`src/rtl/fp_xsplit.sv`:
```
`timescale 1ns/1ps
module fp_xsplit #(
  parameter int EW = 15,
  parameter int MW = 64
) (
  input  logic             clk,
  input  logic             rst_n,
  input  logic             start,
  input  logic [EW+MW:0]   operand,
  input  logic             zd_mask,
  input  logic             stk_empty,
  input  logic             stk_full,
  output logic             done,
  output logic [EW+MW:0]   sig_out,
  output logic [EW+MW:0]   exp_out,
  output logic             sig_vld,
  output logic             exp_vld,
  output logic             flag_inv,
  output logic             flag_den,
  output logic             flag_zdiv,
  output logic             flag_stk,
  output logic             cc1
);
  localparam int FW   = EW + MW + 1;
  localparam int BIAS = (1 << (EW - 1)) - 1;
  localparam int IW   = EW + 2;
  localparam int LZW  = $clog2(MW) + 1;
  localparam logic [FW-1:0] NAN_DEF = {1'b1, {EW{1'b1}}, 2'b11, {(MW-2){1'b0}}};
  localparam logic [FW-1:0] POS_INF = {1'b0, {EW{1'b1}}, 1'b1, {(MW-1){1'b0}}};
  localparam logic [FW-1:0] NEG_INF = {1'b1, {EW{1'b1}}, 1'b1, {(MW-1){1'b0}}};

  typedef enum logic [1:0] {S_IDLE, S_NORM, S_CONV} st_t;
  typedef enum logic [2:0] {K_NUM, K_ZERO, K_INF, K_QNAN, K_SNAN, K_BAD, K_UNDER, K_OVER} kind_t;

  function automatic logic [LZW-1:0] lzc(input logic [MW-1:0] v);
    int n;
    n = MW;
    for (int i = 0; i < MW; i++)
      if (v[i]) n = MW - 1 - i;
    return LZW'(n);
  endfunction

  st_t st;
  logic [FW-1:0] op_q;
  logic zm_q, un_q, ov_q;

  kind_t kind_q;
  logic sgn_q, den_q;
  logic [MW-1:0] man_q, raw_q;
  logic signed [IW-1:0] ex_q;

  // classification and normalization stage
  wire           s_in = op_q[FW-1];
  wire [EW-1:0]  e_in = op_q[FW-2:MW];
  wire [MW-1:0]  m_in = op_q[MW-1:0];
  wire [LZW-1:0] lz1  = lzc(m_in);
  wire           e_lo = (e_in == '0);
  wire           e_hi = (e_in == '1);

  kind_t kind_n;
  always_comb begin
    if (un_q)                      kind_n = K_UNDER;
    else if (ov_q)                 kind_n = K_OVER;
    else if (e_lo)                 kind_n = (m_in == '0) ? K_ZERO : K_NUM;
    else if (!m_in[MW-1])          kind_n = K_BAD;
    else if (!e_hi)                kind_n = K_NUM;
    else if (m_in[MW-2:0] == '0)   kind_n = K_INF;
    else if (m_in[MW-2])           kind_n = K_QNAN;
    else                           kind_n = K_SNAN;
  end

  wire [MW-1:0] man_n = e_lo ? (m_in << lz1) : m_in;
  wire signed [IW-1:0] ex_n = e_lo ? (IW'(1 - BIAS) - IW'(lz1)) : (IW'(e_in) - IW'(BIAS));

  // exponent-to-real conversion stage
  wire [IW-1:0]  ex_abs = ex_q[IW-1] ? IW'(-ex_q) : IW'(ex_q);
  wire [MW-1:0]  ex_ext = MW'(ex_abs);
  wire [LZW-1:0] lz2    = lzc(ex_ext);
  wire [MW-1:0]  cv_man = ex_ext << lz2;
  wire [EW-1:0]  cv_exp = EW'(BIAS + MW - 1) - EW'(lz2);
  wire [FW-1:0]  ex_real = (ex_q == '0) ? '0 : {ex_q[IW-1], cv_exp, cv_man};
  wire [FW-1:0]  quiet   = {sgn_q, {EW{1'b1}}, raw_q | (MW'(1) << (MW - 2))};

  always_ff @(posedge clk or negedge rst_n) begin
    if (!rst_n) begin
      st <= S_IDLE;
      op_q <= '0; zm_q <= 1'b0; un_q <= 1'b0; ov_q <= 1'b0;
      kind_q <= K_NUM; sgn_q <= 1'b0; den_q <= 1'b0;
      man_q <= '0; raw_q <= '0; ex_q <= '0;
      done <= 1'b0; sig_out <= '0; exp_out <= '0;
      sig_vld <= 1'b0; exp_vld <= 1'b0;
      flag_inv <= 1'b0; flag_den <= 1'b0; flag_zdiv <= 1'b0; flag_stk <= 1'b0; cc1 <= 1'b0;
    end else begin
      done <= 1'b0;
      case (st)
        S_IDLE: if (start) begin
          op_q <= operand; zm_q <= zd_mask; un_q <= stk_empty; ov_q <= stk_full;
          st <= S_NORM;
        end
        S_NORM: begin
          kind_q <= kind_n; sgn_q <= s_in; den_q <= e_lo && (m_in != '0);
          man_q <= man_n; raw_q <= m_in; ex_q <= ex_n;
          st <= S_CONV;
        end
        default: begin
          st <= S_IDLE;
          done <= 1'b1;
          flag_inv <= 1'b0; flag_den <= 1'b0; flag_zdiv <= 1'b0; flag_stk <= 1'b0; cc1 <= 1'b0;
          sig_vld <= 1'b1; exp_vld <= 1'b1;
          case (kind_q)
            K_NUM: begin
              sig_out <= {sgn_q, EW'(BIAS), man_q};
              exp_out <= ex_real;
              flag_den <= den_q;
            end
            K_ZERO: begin
              flag_zdiv <= 1'b1;
              sig_vld <= zm_q; exp_vld <= zm_q;
              sig_out <= {sgn_q, {(FW-1){1'b0}}};
              exp_out <= NEG_INF;
            end
            K_INF: begin
              sig_out <= {sgn_q, {EW{1'b1}}, raw_q};
              exp_out <= POS_INF;
            end
            K_QNAN: begin
              sig_out <= {sgn_q, {EW{1'b1}}, raw_q};
              exp_out <= {sgn_q, {EW{1'b1}}, raw_q};
            end
            K_SNAN: begin
              flag_inv <= 1'b1;
              sig_out <= quiet; exp_out <= quiet;
            end
            K_BAD: begin
              flag_inv <= 1'b1;
              sig_out <= NAN_DEF; exp_out <= NAN_DEF;
            end
            default: begin
              flag_inv <= 1'b1; flag_stk <= 1'b1;
              cc1 <= (kind_q == K_OVER);
              sig_vld <= 1'b0; exp_vld <= 1'b0;
            end
          endcase
        end
      endcase
    end
  end


  lat_chk: assert property (@(posedge clk) disable iff (!rst_n)
    (start && st == S_IDLE) |=> ##2 done);


  done_pulse_chk: assert property (@(posedge clk) disable iff (!rst_n)
    done |=> !done);


  stk_novld_chk: assert property (@(posedge clk) disable iff (!rst_n)
    (done && flag_stk) |-> (!sig_vld && !exp_vld));


  sig_bias_chk: assert property (@(posedge clk) disable iff (!rst_n)
    (done && sig_vld && sig_out[FW-2:MW] != '1 && sig_out[FW-2:0] != '0)
      |-> sig_out[FW-2:MW] == EW'(BIAS));


  zero_inf_chk: assert property (@(posedge clk) disable iff (!rst_n)
    (done && flag_zdiv && exp_vld) |-> exp_out == NEG_INF);


  exp_norm_chk: assert property (@(posedge clk) disable iff (!rst_n)
    (done && exp_vld && exp_out[FW-2:0] != '0) |-> exp_out[MW-1]);
endmodule

```
`config.mk`:
```
export PLATFORM = sky130hd
export DESIGN_NAME = fp_xsplit
export DESIGN_NICKNAME = d
export VERILOG_FILES = /design/src/rtl/fp_xsplit.sv
export SDC_FILE = /design/constraint.sdc
export NUM_CORES = 1
export LEC_CHECK = 0
export BUFFER_PORTS_ARGS = -buffer_cell sky130_fd_sc_hd__buf_2
export CAP_MARGIN = 40
export CORE_MARGIN = 10
export CORE_UTILIZATION = 51
export CTS_CLUSTER_DIAMETER = 30
export DETAILED_ROUTE_END_ITERATION = 16
export PLACE_DENSITY = 0.71
export SETUP_SLACK_MARGIN = 0.3
export SLEW_MARGIN = 20
export SYNTH_ARGS = -nofsm -noshare
export SYNTH_HDL_FRONTEND = slang
export SYNTH_SLANG_ARGS = --single-unit
```
`constraint.sdc`:
```
create_clock -name clk -period 4 [get_ports clk]
set_clock_uncertainty 0.1 [all_clocks]
set_input_delay 0.8 -clock clk [delete_from_list [all_inputs] [get_ports clk]]
set_output_delay 0.8 -clock clk [all_outputs]
set_load 0.05 [all_outputs]
```
======== After elaboration in Yosys (flattened, before gate mapping) ========
Index checks and enable logic that the tools add are counted.
operators by class
  add/sub/neg operators ................... 4
  eq/ne operators ......................... 9
  shift-type cells ........................ 2
  mux-type cells .......................... 104
  bitwise operators ....................... 1
  reduce and logical (&&, ||, !) cells .... 18
operators with widths
  operator                                                               count
  7-bit 2-to-1 mux                                                       81
  80-bit one-hot mux with 6 select lines                                 1
  80-bit one-hot mux with 5 select lines                                 1
  80-bit 2-to-1 mux                                                      1
  64-bit logical NOT                                                     1
  64-bit 2-to-1 mux                                                      1
  64-bit nonzero test                                                    1
  17-bit by 7-bit << shifter with 64-bit output                          1
  64-bit by 7-bit << shifter with 64-bit output                          1
  63-bit logical NOT                                                     1
  17-bit 2-to-1 mux                                                      2
  3-bit 2-to-1 mux                                                       7
  17-bit logical NOT                                                     1
  17-bit negator                                                         1
  15-bit by 14-bit subtractor with 16-bit output, second input constant  1
  15-bit by 8-bit subtractor with 16-bit output, first input constant    1
  15-bit equality test, second input constant                            1
  15-bit logical NOT                                                     1
  15-bit by 7-bit subtractor with 15-bit output, first input constant    1
  3-bit equality test, second input constant                             3
  1-bit 2-to-1 mux                                                       7
  3-bit by 2-bit equality test with 1-bit output, second input constant  2
  2-bit AND reduction                                                    3
  6-bit nonzero test                                                     1
  15 further kinds                                                       16
word-level totals
  flip-flop bits (word level) ............. 402
  input bits .............................. 86
  logic and storage cells ................. 158

======== Logic depth before layout (Yosys ltp) ========
Gate-level depths: netlist of the first run.
  depth after elaboration ................. 66
  depth in mapped cells ................... 18
  gate-level depth less buffers ........... 15

======== Least setup slack after synthesis of the first run ========
No wires, ideal clock.
  path type ............................... register -> register
  start ................................... register ex_q[0]
  end ..................................... register exp_out[60]
  setup time .............................. 0.080 ns
  arrival ................................. 3.262 ns
  slack ................................... 0.558 ns
  stages on the path, launching flop included .. 17
  buffers on the path ..................... 3
  period minus slack after synthesis ...... 3.442 ns
  cells stage by stage .................... dfrtp_1 > clkbuf_1 > inv_1 > ha_1 > buf_2 > inv_1 > o31ai_1 > xnor2_1 > o32a_1 > o21ba_2 > o21ai_2 > buf_6 > mux2i_1 > mux2i_1 > o22a_1 > o211a_1 > nor3_2
on the way
  longest elaborated chain between the ends .. 22
RTL lines
  what                                           RTL line  text
  start, declared                                50        logic signed [IW-1:0] ex_q;
  start signal, assigned                         102       man_q <= man_n; raw_q <= m_in; ex_q <= ex_n;
  17-bit negator                                 76        wire [IW-1:0] ex_abs = ex_q[IW-1] ? IW'(-ex_q) : IW'(ex_q);
  17-bit 2-to-1 mux                              76
  7-bit 2-to-1 mux (17 in a row)                 39        if (v[i]) n = MW - 1 - i;
  17-bit by 7-bit << shifter with 64-bit output  79        wire [MW-1:0] cv_man = ex_ext << lz2;
  80-bit 2-to-1 mux *                            81        wire [FW-1:0] ex_real = (ex_q == '0) ? '0 : {ex_q[IW-1], cv_exp, cv_man};
  80-bit one-hot mux with 6 select lines *       110       case (kind_q)
  end signal, assigned                           113       exp_out <= ex_real;
  end signal, assigned                           128       exp_out <= {sgn_q, {EW{1'b1}}, raw_q};
  end signal, assigned                           132       sig_out <= quiet; exp_out <= quiet;
  end, declared                                  15        output logic [EW+MW:0] exp_out,
Every way passes the cells marked *; elsewhere a longest branch is shown, timed or not.
A chain may end at the register's enable or synchronous reset.

======== Final worst setup path of the first run ========
  start ................................... register op_q[17]
  end ..................................... register man_q[46]
on the way
  longest elaborated chain between the ends .. 49
RTL lines
  what                                             RTL line  text
  start, declared                                  44        logic [FW-1:0] op_q;
  start signal, assigned                           97        op_q <= operand; zm_q <= zd_mask; un_q <= stk_empty; ov_q <= stk_full;
  7-bit 2-to-1 mux (47 in a row)                   39
  64-bit by 7-bit << shifter with 64-bit output *  72        wire [MW-1:0] man_n = e_lo ? (m_in << lz1) : m_in;
  64-bit 2-to-1 mux *                              72
  end signal, assigned                             102
  end, declared                                    49        logic [MW-1:0] man_q, raw_q;
Marked as above.

==> reports/metrics.csv, run 1 <==
metric,value,unit
syn_inst,2450,
worst_path_largest_cell_delay,0.54,ns
grt_pass1_vias,22100,
power.density,966,nW/um^2
clk_pin_slew,0.05,ns
port_buffers,253,
synthFlopType,dfrtp_1,
antenna_cells,0,
grt.overflow.total,0,
gp_congestion,1.04,
cts_root_buf,clkbuf_16,
crit_chain,or4_4 -> nor3_2 -> o41ai_1 -> buf_4 -> a211o_4 -> nand2b_4 -> buf_12 -> buf_4 -> mux2i_2 -> mux2i_1 -> mux2i_1 -> buf_4 -> mux2_2 -> o22ai_1 -> a211o_1,
die_width,228,um
hold_buffers,0,
period_share,0.937,
vias,22500,
rsz0062_at_grt,yes,
clkSinkCount,386,
worst_pin_slew,0.905,ns
avgSynthCellArea,9.04,um^2
cts_made_buffers,81,
multi_input_area,12100,um^2
status,completed,
fillers,3357,
wl_per_cell,26.4,um
hold_ws,0.0768,ns
setup_viol,0,
cts_max_level,3,
io_pins,254,
synthTopCellsByArea,"dfrtp_1 (44%), mux2i_1 (8.5%), nand2_1 (8.0%), mux2_2 (4.8%), nor2_1 (4.1%)",
fp-row-count,76,
crit_family,multiplexers,
die_height,228,um
endpoint_kind,flop,
antenna_found_initial,1,
clock_latency,0.64,ns
nNetsFinal,3003,
first_iter_violations,2651,
ant_nets,0,
crit_buf_inv,4,
dieArea,52200,um^2
critPathSlowestCell,or4_4,
syn_area,22200,um^2
worst-path-max-fanout,5,
grt_use_total,0.347,
synth_top_area_share,0.436,
grt_max_degree,97,
synth_edf_count,0,
p_leak,13.9,nW
stdcell_area,29800,um^2
initial_core_util,0.516,
relSlewSlack,0.394,
cp.arrival,4.12,ns
drv_cap,0,
tritoncts,built,
hp-class,in -> async,
cts_buffer_depth,3,
syn_nets,2543,
ys_ff_latch,386,
area_growth_syn_to_layout,34.4,%
totalWireLength,94100,um
synthDistinctLibCells,96,
dp_hpwl,68600,um
vdd_drop_max,0.000697,V
total_power,28.8,mW
fin_util,0.693,
critical_path_class,reg -> reg,
hold_viol,0,
synthArstFlopShare,1.00,
drc,0,
grt_pass1_wl,140000,um
start_kind,flop,
drt_pass1_iterations,9,
core_area,43000,um^2
yosysWarnings,0,
drv_slew,0,
drive_above_1_share,0.339,
crit_top_cell,buf_4,
max_freq,0.267,GHz
viasPerCell,6.31,
period_minus_slack,3.75,ns
placed_cell_area,25700,um^2
seqCellArea,9670,um^2
required,4.38,ns
ys_seq_area_frac,0.436,
yosysTopAreaCell,dfrtp_1,
-- report_power, final --
group	switching [mW]	total, mW	internal (mW)
logic	9.62	14.9	5.30
clock network	2.45	6.91	4.46
registers	1.52	6.94	5.43
total	13.6	28.8	15.2
-- kinds of logic (layout without fill, tap and decap cells) --
group	Yosys count	after routing	share of synthesized area
simple gates	947	948	0.185
mux	288	288	0.138
fa+ha+maj	7	7	0.00395
xor+xnor	34	34	0.0134
buf+inv	258	783	0.0517
compound gates	530	530	0.172
flops	386	386	0.436
-- worst paths after layout --
check / end / start / slack [ns] / cells past startpoint
max: man_q[46] / op_q[17] / 0.25 / 15
min: op_q[73] / rst_n / 0.08 / 1
max reg2reg: man_q[46] / op_q[17] / 0.25 / 15
min reg2reg: exp_out[35] / exp_out[35] / 0.36 / 2
max in group asynchronous: exp_out[19] / rst_n / 2.78 / 2
min in group clk: op_q[55] / operand[55] / 0.27 / 3
-- area by class of cell --
type	instances	share of cell area
Sequential cell	386	0.325
Clock buffer	97	0.0738
Timing Repair Buffer	594	0.142
Clock inverter	52	0.0220
Multi-Input combinational cell	1807	0.408
Tap cell	585	0.0246
Inverter	40	0.00513
-- layer usage --
metal / vias up / GRT usage / wire length, um
li1: 9721 / - / -
met1: 11200 / 0.487 / 39800
met2: 1382 / 0.500 / 40700
met3: 216 / 0.108 / 10700
met4: 0 / 0.110 / 2840
met5: - / 0 / 0
-- sequential cells by signal (all words and copies together), names as in the netlist, 2 cells and up --
signal / cells
op_q: 80
sig_out: 67
man_q: 64
st: 2
kind_q: 3
raw_q: 64
ex_q: 16
exp_out: 78
-- repair_timing --
| action | in CTS | in global routing |
|---|---|---|
| pin swaps | 2 | 11 |
| gates cloned | 1 | 2 |
| resized for setup | 55 | 115 |
| setup buffers | 16 | 21 |
| setup endpoints to repair | 71 | 74 |
-- synthesized netlist by cell type, types with 6 or more instances --
cell       number
o221ai_1       30
a31oi_1         9
a211oi_1       11
a22oi_1        20
buf_4          19
mux2_2         95
xor2_1         13
clkbuf_1      140
buf_2          30
and3_1          9
a21oi_1        91
ha_1            7
dfrtp_1       386
inv_1          36
nand2b_1       16
buf_1          20
o211ai_1       17
a221o_1         8
nand3_1        89
a21o_1         13
nor2_1        241
or3_1           6
nor3_1         28
a2bb2oi_1      16
nand4_1        15
a32oi_1         6
o31ai_1        16
o21ai_1         8
buf_6           9
o22ai_1        17
mux2i_1       188
nand2_1       470
o21ai_0       104
a221oi_1       71
xnor2_1        21
o21a_1         10
nor2b_1        10
nor4_1         25
-- placed cells by master, fill, tap and decap left out, types with 14 or more instances in the layout --
cell | Yosys | final
a21oi_1 | 91 | 85
a221oi_1 | 71 | 67
a22oi_1 | 20 | 19
a2bb2oi_1 | 16 | 15
buf_12 | 0 | 24
buf_2 | 30 | 252
buf_4 | 19 | 307
clkbuf_16 | 0 | 84
dfrtp_1 | 386 | 381
inv_1 | 36 | 36
mux2_2 | 95 | 90
mux2i_1 | 188 | 117
mux2i_2 | 0 | 54
mux2i_4 | 1 | 18
nand2_1 | 470 | 468
nand2b_1 | 16 | 14
nand3_1 | 89 | 89
nand4_1 | 15 | 15
nor2_1 | 241 | 238
nor3_1 | 28 | 23
nor4_1 | 25 | 22
o211ai_1 | 17 | 17
o21ai_0 | 104 | 95
o21ai_1 | 8 | 14
o221ai_1 | 30 | 30
o22ai_1 | 17 | 15
o31ai_1 | 16 | 15
xnor2_1 | 21 | 21
-- worst reg2reg max path, stage by stage, from the launching register on --
cell	delay, ns
dfrtp_1	0.37
or4_4	0.54
nor3_2	0.11
o41ai_1	0.09
buf_4	0.16
a211o_4	0.35
nand2b_4	0.15
buf_12	0.14
buf_4	0.11
mux2i_2	0.27
mux2i_1	0.18
mux2i_1	0.35
buf_4	0.19
mux2_2	0.18
o22ai_1	0.08
a211o_1	0.23
-- per-stage QoR --
step,TNS [ns],cells,setup WS (ns)
finish,0,3561,0.253
global route,0,3561,0.163
CTS,0,3536,0.259
detailed placement,-0.0283,3370,-0.0283
global placement,-0.0145,3370,-0.0145
floorplan,0,2450,0.558
(Power assumes the default switching activity.)
==> inputs of run 2 (changes only) <==
--- a/config.mk
+++ b/config.mk
@@ -5,13 +5,13 @@
 export SDC_FILE = /design/constraint.sdc
 export NUM_CORES = 1
 export LEC_CHECK = 0
-export BUFFER_PORTS_ARGS = -buffer_cell sky130_fd_sc_hd__buf_2
 export CAP_MARGIN = 40
 export CORE_MARGIN = 10
 export CORE_UTILIZATION = 51
 export CTS_CLUSTER_DIAMETER = 30
 export DETAILED_ROUTE_END_ITERATION = 16
-export PLACE_DENSITY = 0.71
+export DONT_BUFFER_PORTS = 1
+export PLACE_DENSITY = 0.66
 export SETUP_SLACK_MARGIN = 0.3
 export SLEW_MARGIN = 20
 export SYNTH_ARGS = -nofsm -noshare
==> reports/metrics.csv, run 2 (synthesis gave the netlist of run 1 again) <==
metric,value,unit,change
status,finished with violations,,
failed_checks,hold timing,,
drc,0,,unchanged
rsz0062_at_grt,yes,,
drv_cap,0,,unchanged
relSlewSlack,0.0964,,-0.298
start_kind,flop,,
clkSinkCount,386,,unchanged
die_width,228,um,unchanged
grt.overflow.total,0,,unchanged
cts_buffer_depth,3,,unchanged
vias,21500,,-4.4%
clk_pin_slew,0.04,ns,about the same
fin_util,0.671,,-0.0215
nNetsFinal,2721,,-9.4%
cts_made_buffers,87,,+7.4%
tritoncts,built,,
grt_max_degree,387,,+300%
first_iter_violations,2746,,+3.6%
period_share,0.953,,+0.0159
hold_ws,-0.229,ns,-0.306 ns
dp_hpwl,67000,um,-2.4%
core_area,43000,um^2,unchanged
grt_use_total,0.342,,-0.00465
port_buffers,0,,-100%
fillers,3337,,-0.60%
clock_latency,0.63,ns,about the same
fp-row-count,76,,unchanged
critical_path_class,reg -> reg,,
dp_slack,-0.310,ns,-0.282 ns
drv_slew,0,,unchanged
cts_max_level,3,,unchanged
layout_common_cells,"nand2_1 (466), dfrtp_1 (376), buf_4 (268)",,
totalWireLength,93400,um,-0.71%
hp-class,in -> async,,
required,4.41,ns,+0.03 ns
regMostFlops,op_q,,
io_pins,254,,unchanged
antenna_found_initial,4,,+3
p_leak,12.8,nW,-7.7%
worst_pin_slew,1.36,ns,+0.450 ns
dieArea,52200,um^2,unchanged
period_minus_slack,3.81,ns,+0.0637 ns
initial_core_util,0.516,,unchanged
drt_pass1_iterations,10,,+1
cts_root_buf,clkbuf_16,,
power.density,1010,nW/um^2,+4.2%
grt_pass1_vias,20800,,-5.9%
hold_viol,260,,+260
area_growth_syn_to_layout,30.2,%,
viasPerCell,6.53,,+3.5%
largest_register_ff_count,80,,unchanged
fin_ws,0.189,ns,-0.0637 ns
drive_above_1_share,0.280,,-0.0587
die_height,228,um,unchanged
layout_commonest_cell,nand2_1,,
gp_congestion,1.05,,+0.78%
max_freq,0.262,GHz,-1.7%
endpoint_kind,flop,,
wl_per_cell,28.4,um,+7.5%
worst-path-max-fanout,7,,+2
reg_top3,"op_q: 80 flops, exp_out: 78 flops, sig_out: 67 flops",,
vdd_drop_max,0.000586,V,-16%
cp.arrival,4.22,ns,+0.10 ns
ant_nets,0,,unchanged
setup_viol,0,,unchanged
grt_pass1_wl,137000,um,-2.2%
tns,0,ns,unchanged
[run 2: cell types whose count changed in the layout (fill, tap and decap cells not counted), moves of 6 or more]
| cell | delta |
|---|---|
| bufinv_16 | +10 |
| mux2i_1 | -6 |
| buf_2 | -251 |
| buf_16 | +6 |
| buf_12 | -9 |
| mux2i_4 | +10 |
| buf_4 | -39 |
| clkinv_4 | -8 |
[run 2: layer usage]
| metal | GRT usage | vias to the layer above | wire length, um |
|---|---|---|---|
| li1 | - | 9173 | - |
| met1 | 0.482 | 10800 | 39100 |
| met2 | 0.481 | 1349 | 39800 |
| met3 | 0.112 | 213 | 11200 |
| met4 | 0.120 | 0 | 3410 |
| met5 | 0 | - | 0 |
[run 2: area by class of cell]
class	instances	area (um^2)	area share
inverters	40	150	0.00520
clock buffers	108	2380	0.0824
multi-input cells	1808	12400	0.429
flip-flops and latches	386	9670	0.335
diodes	5	12.5	0.000434
well taps	585	732	0.0254
clock inverters	53	848	0.0294
repair buffers	305	2680	0.0927
[run 2: per-stage QoR]
step | instances | hold WS, ns | cell area [um^2] | power, mW
3_5_place_dp | 3074 | 0.364 | 24100 | 19.5
6_report | 3290 | -0.229 | 28900 | 29.1
2_1_floorplan | 2450 | 0.342 | 22200 | 15.0
5_1_grt | 3287 | -0.255 | 28800 | 30.1
3_3_place_gp | 3067 | 0.366 | 24000 | 19.3
4_1_cts | 3256 | -0.242 | 28100 | 28.0
[run 2: worst max-delay path: stages, from the launching register on]
cell      delay (ns)
dfrtp_1         0.37
or4_4           0.55
nor3_4          0.23
o41ai_4         0.15
a211o_4         0.38
nand2b_4        0.17
buf_12          0.14
buf_16          0.15
mux2i_2         0.31
mux2i_1         0.17
mux2i_1         0.28
mux2i_1         0.26
a221oi_1        0.34
nand2_1         0.08
[run 2: report_power, final]
group          leakage, nW  internal (mW)  total (mW)  switching (mW)
combinational         6.58           4.86        11.7            6.81
clock                 1.53           5.33        7.78            2.44
sequential            4.67           5.38        9.61            4.22
total                 12.8           15.6        29.1            13.5
[run 2: final timing paths]
kind                        endpoint  slack [ns]   startpoint  depth (start not counted)
setup / recovery           man_q[56]        0.19     op_q[16]                         13
hold / removal             flag_zdiv       -0.23        rst_n                          0
setup reg to reg           man_q[56]        0.19     op_q[16]                         13
hold reg to reg            kind_q[0]        0.39         un_q                          1
max in group asynchronous    ex_q[8]        2.78        rst_n                          0
min in group clk            op_q[60]        0.19  operand[60]                          2
[run 2: timing repair]
action,CTS,global route
pin swaps,14,27
resized for setup,117,101
buffers inserted,16,26
gates cloned,5,2
setup endpoints to repair,70,82
endpoints found under the hold margin,386,386
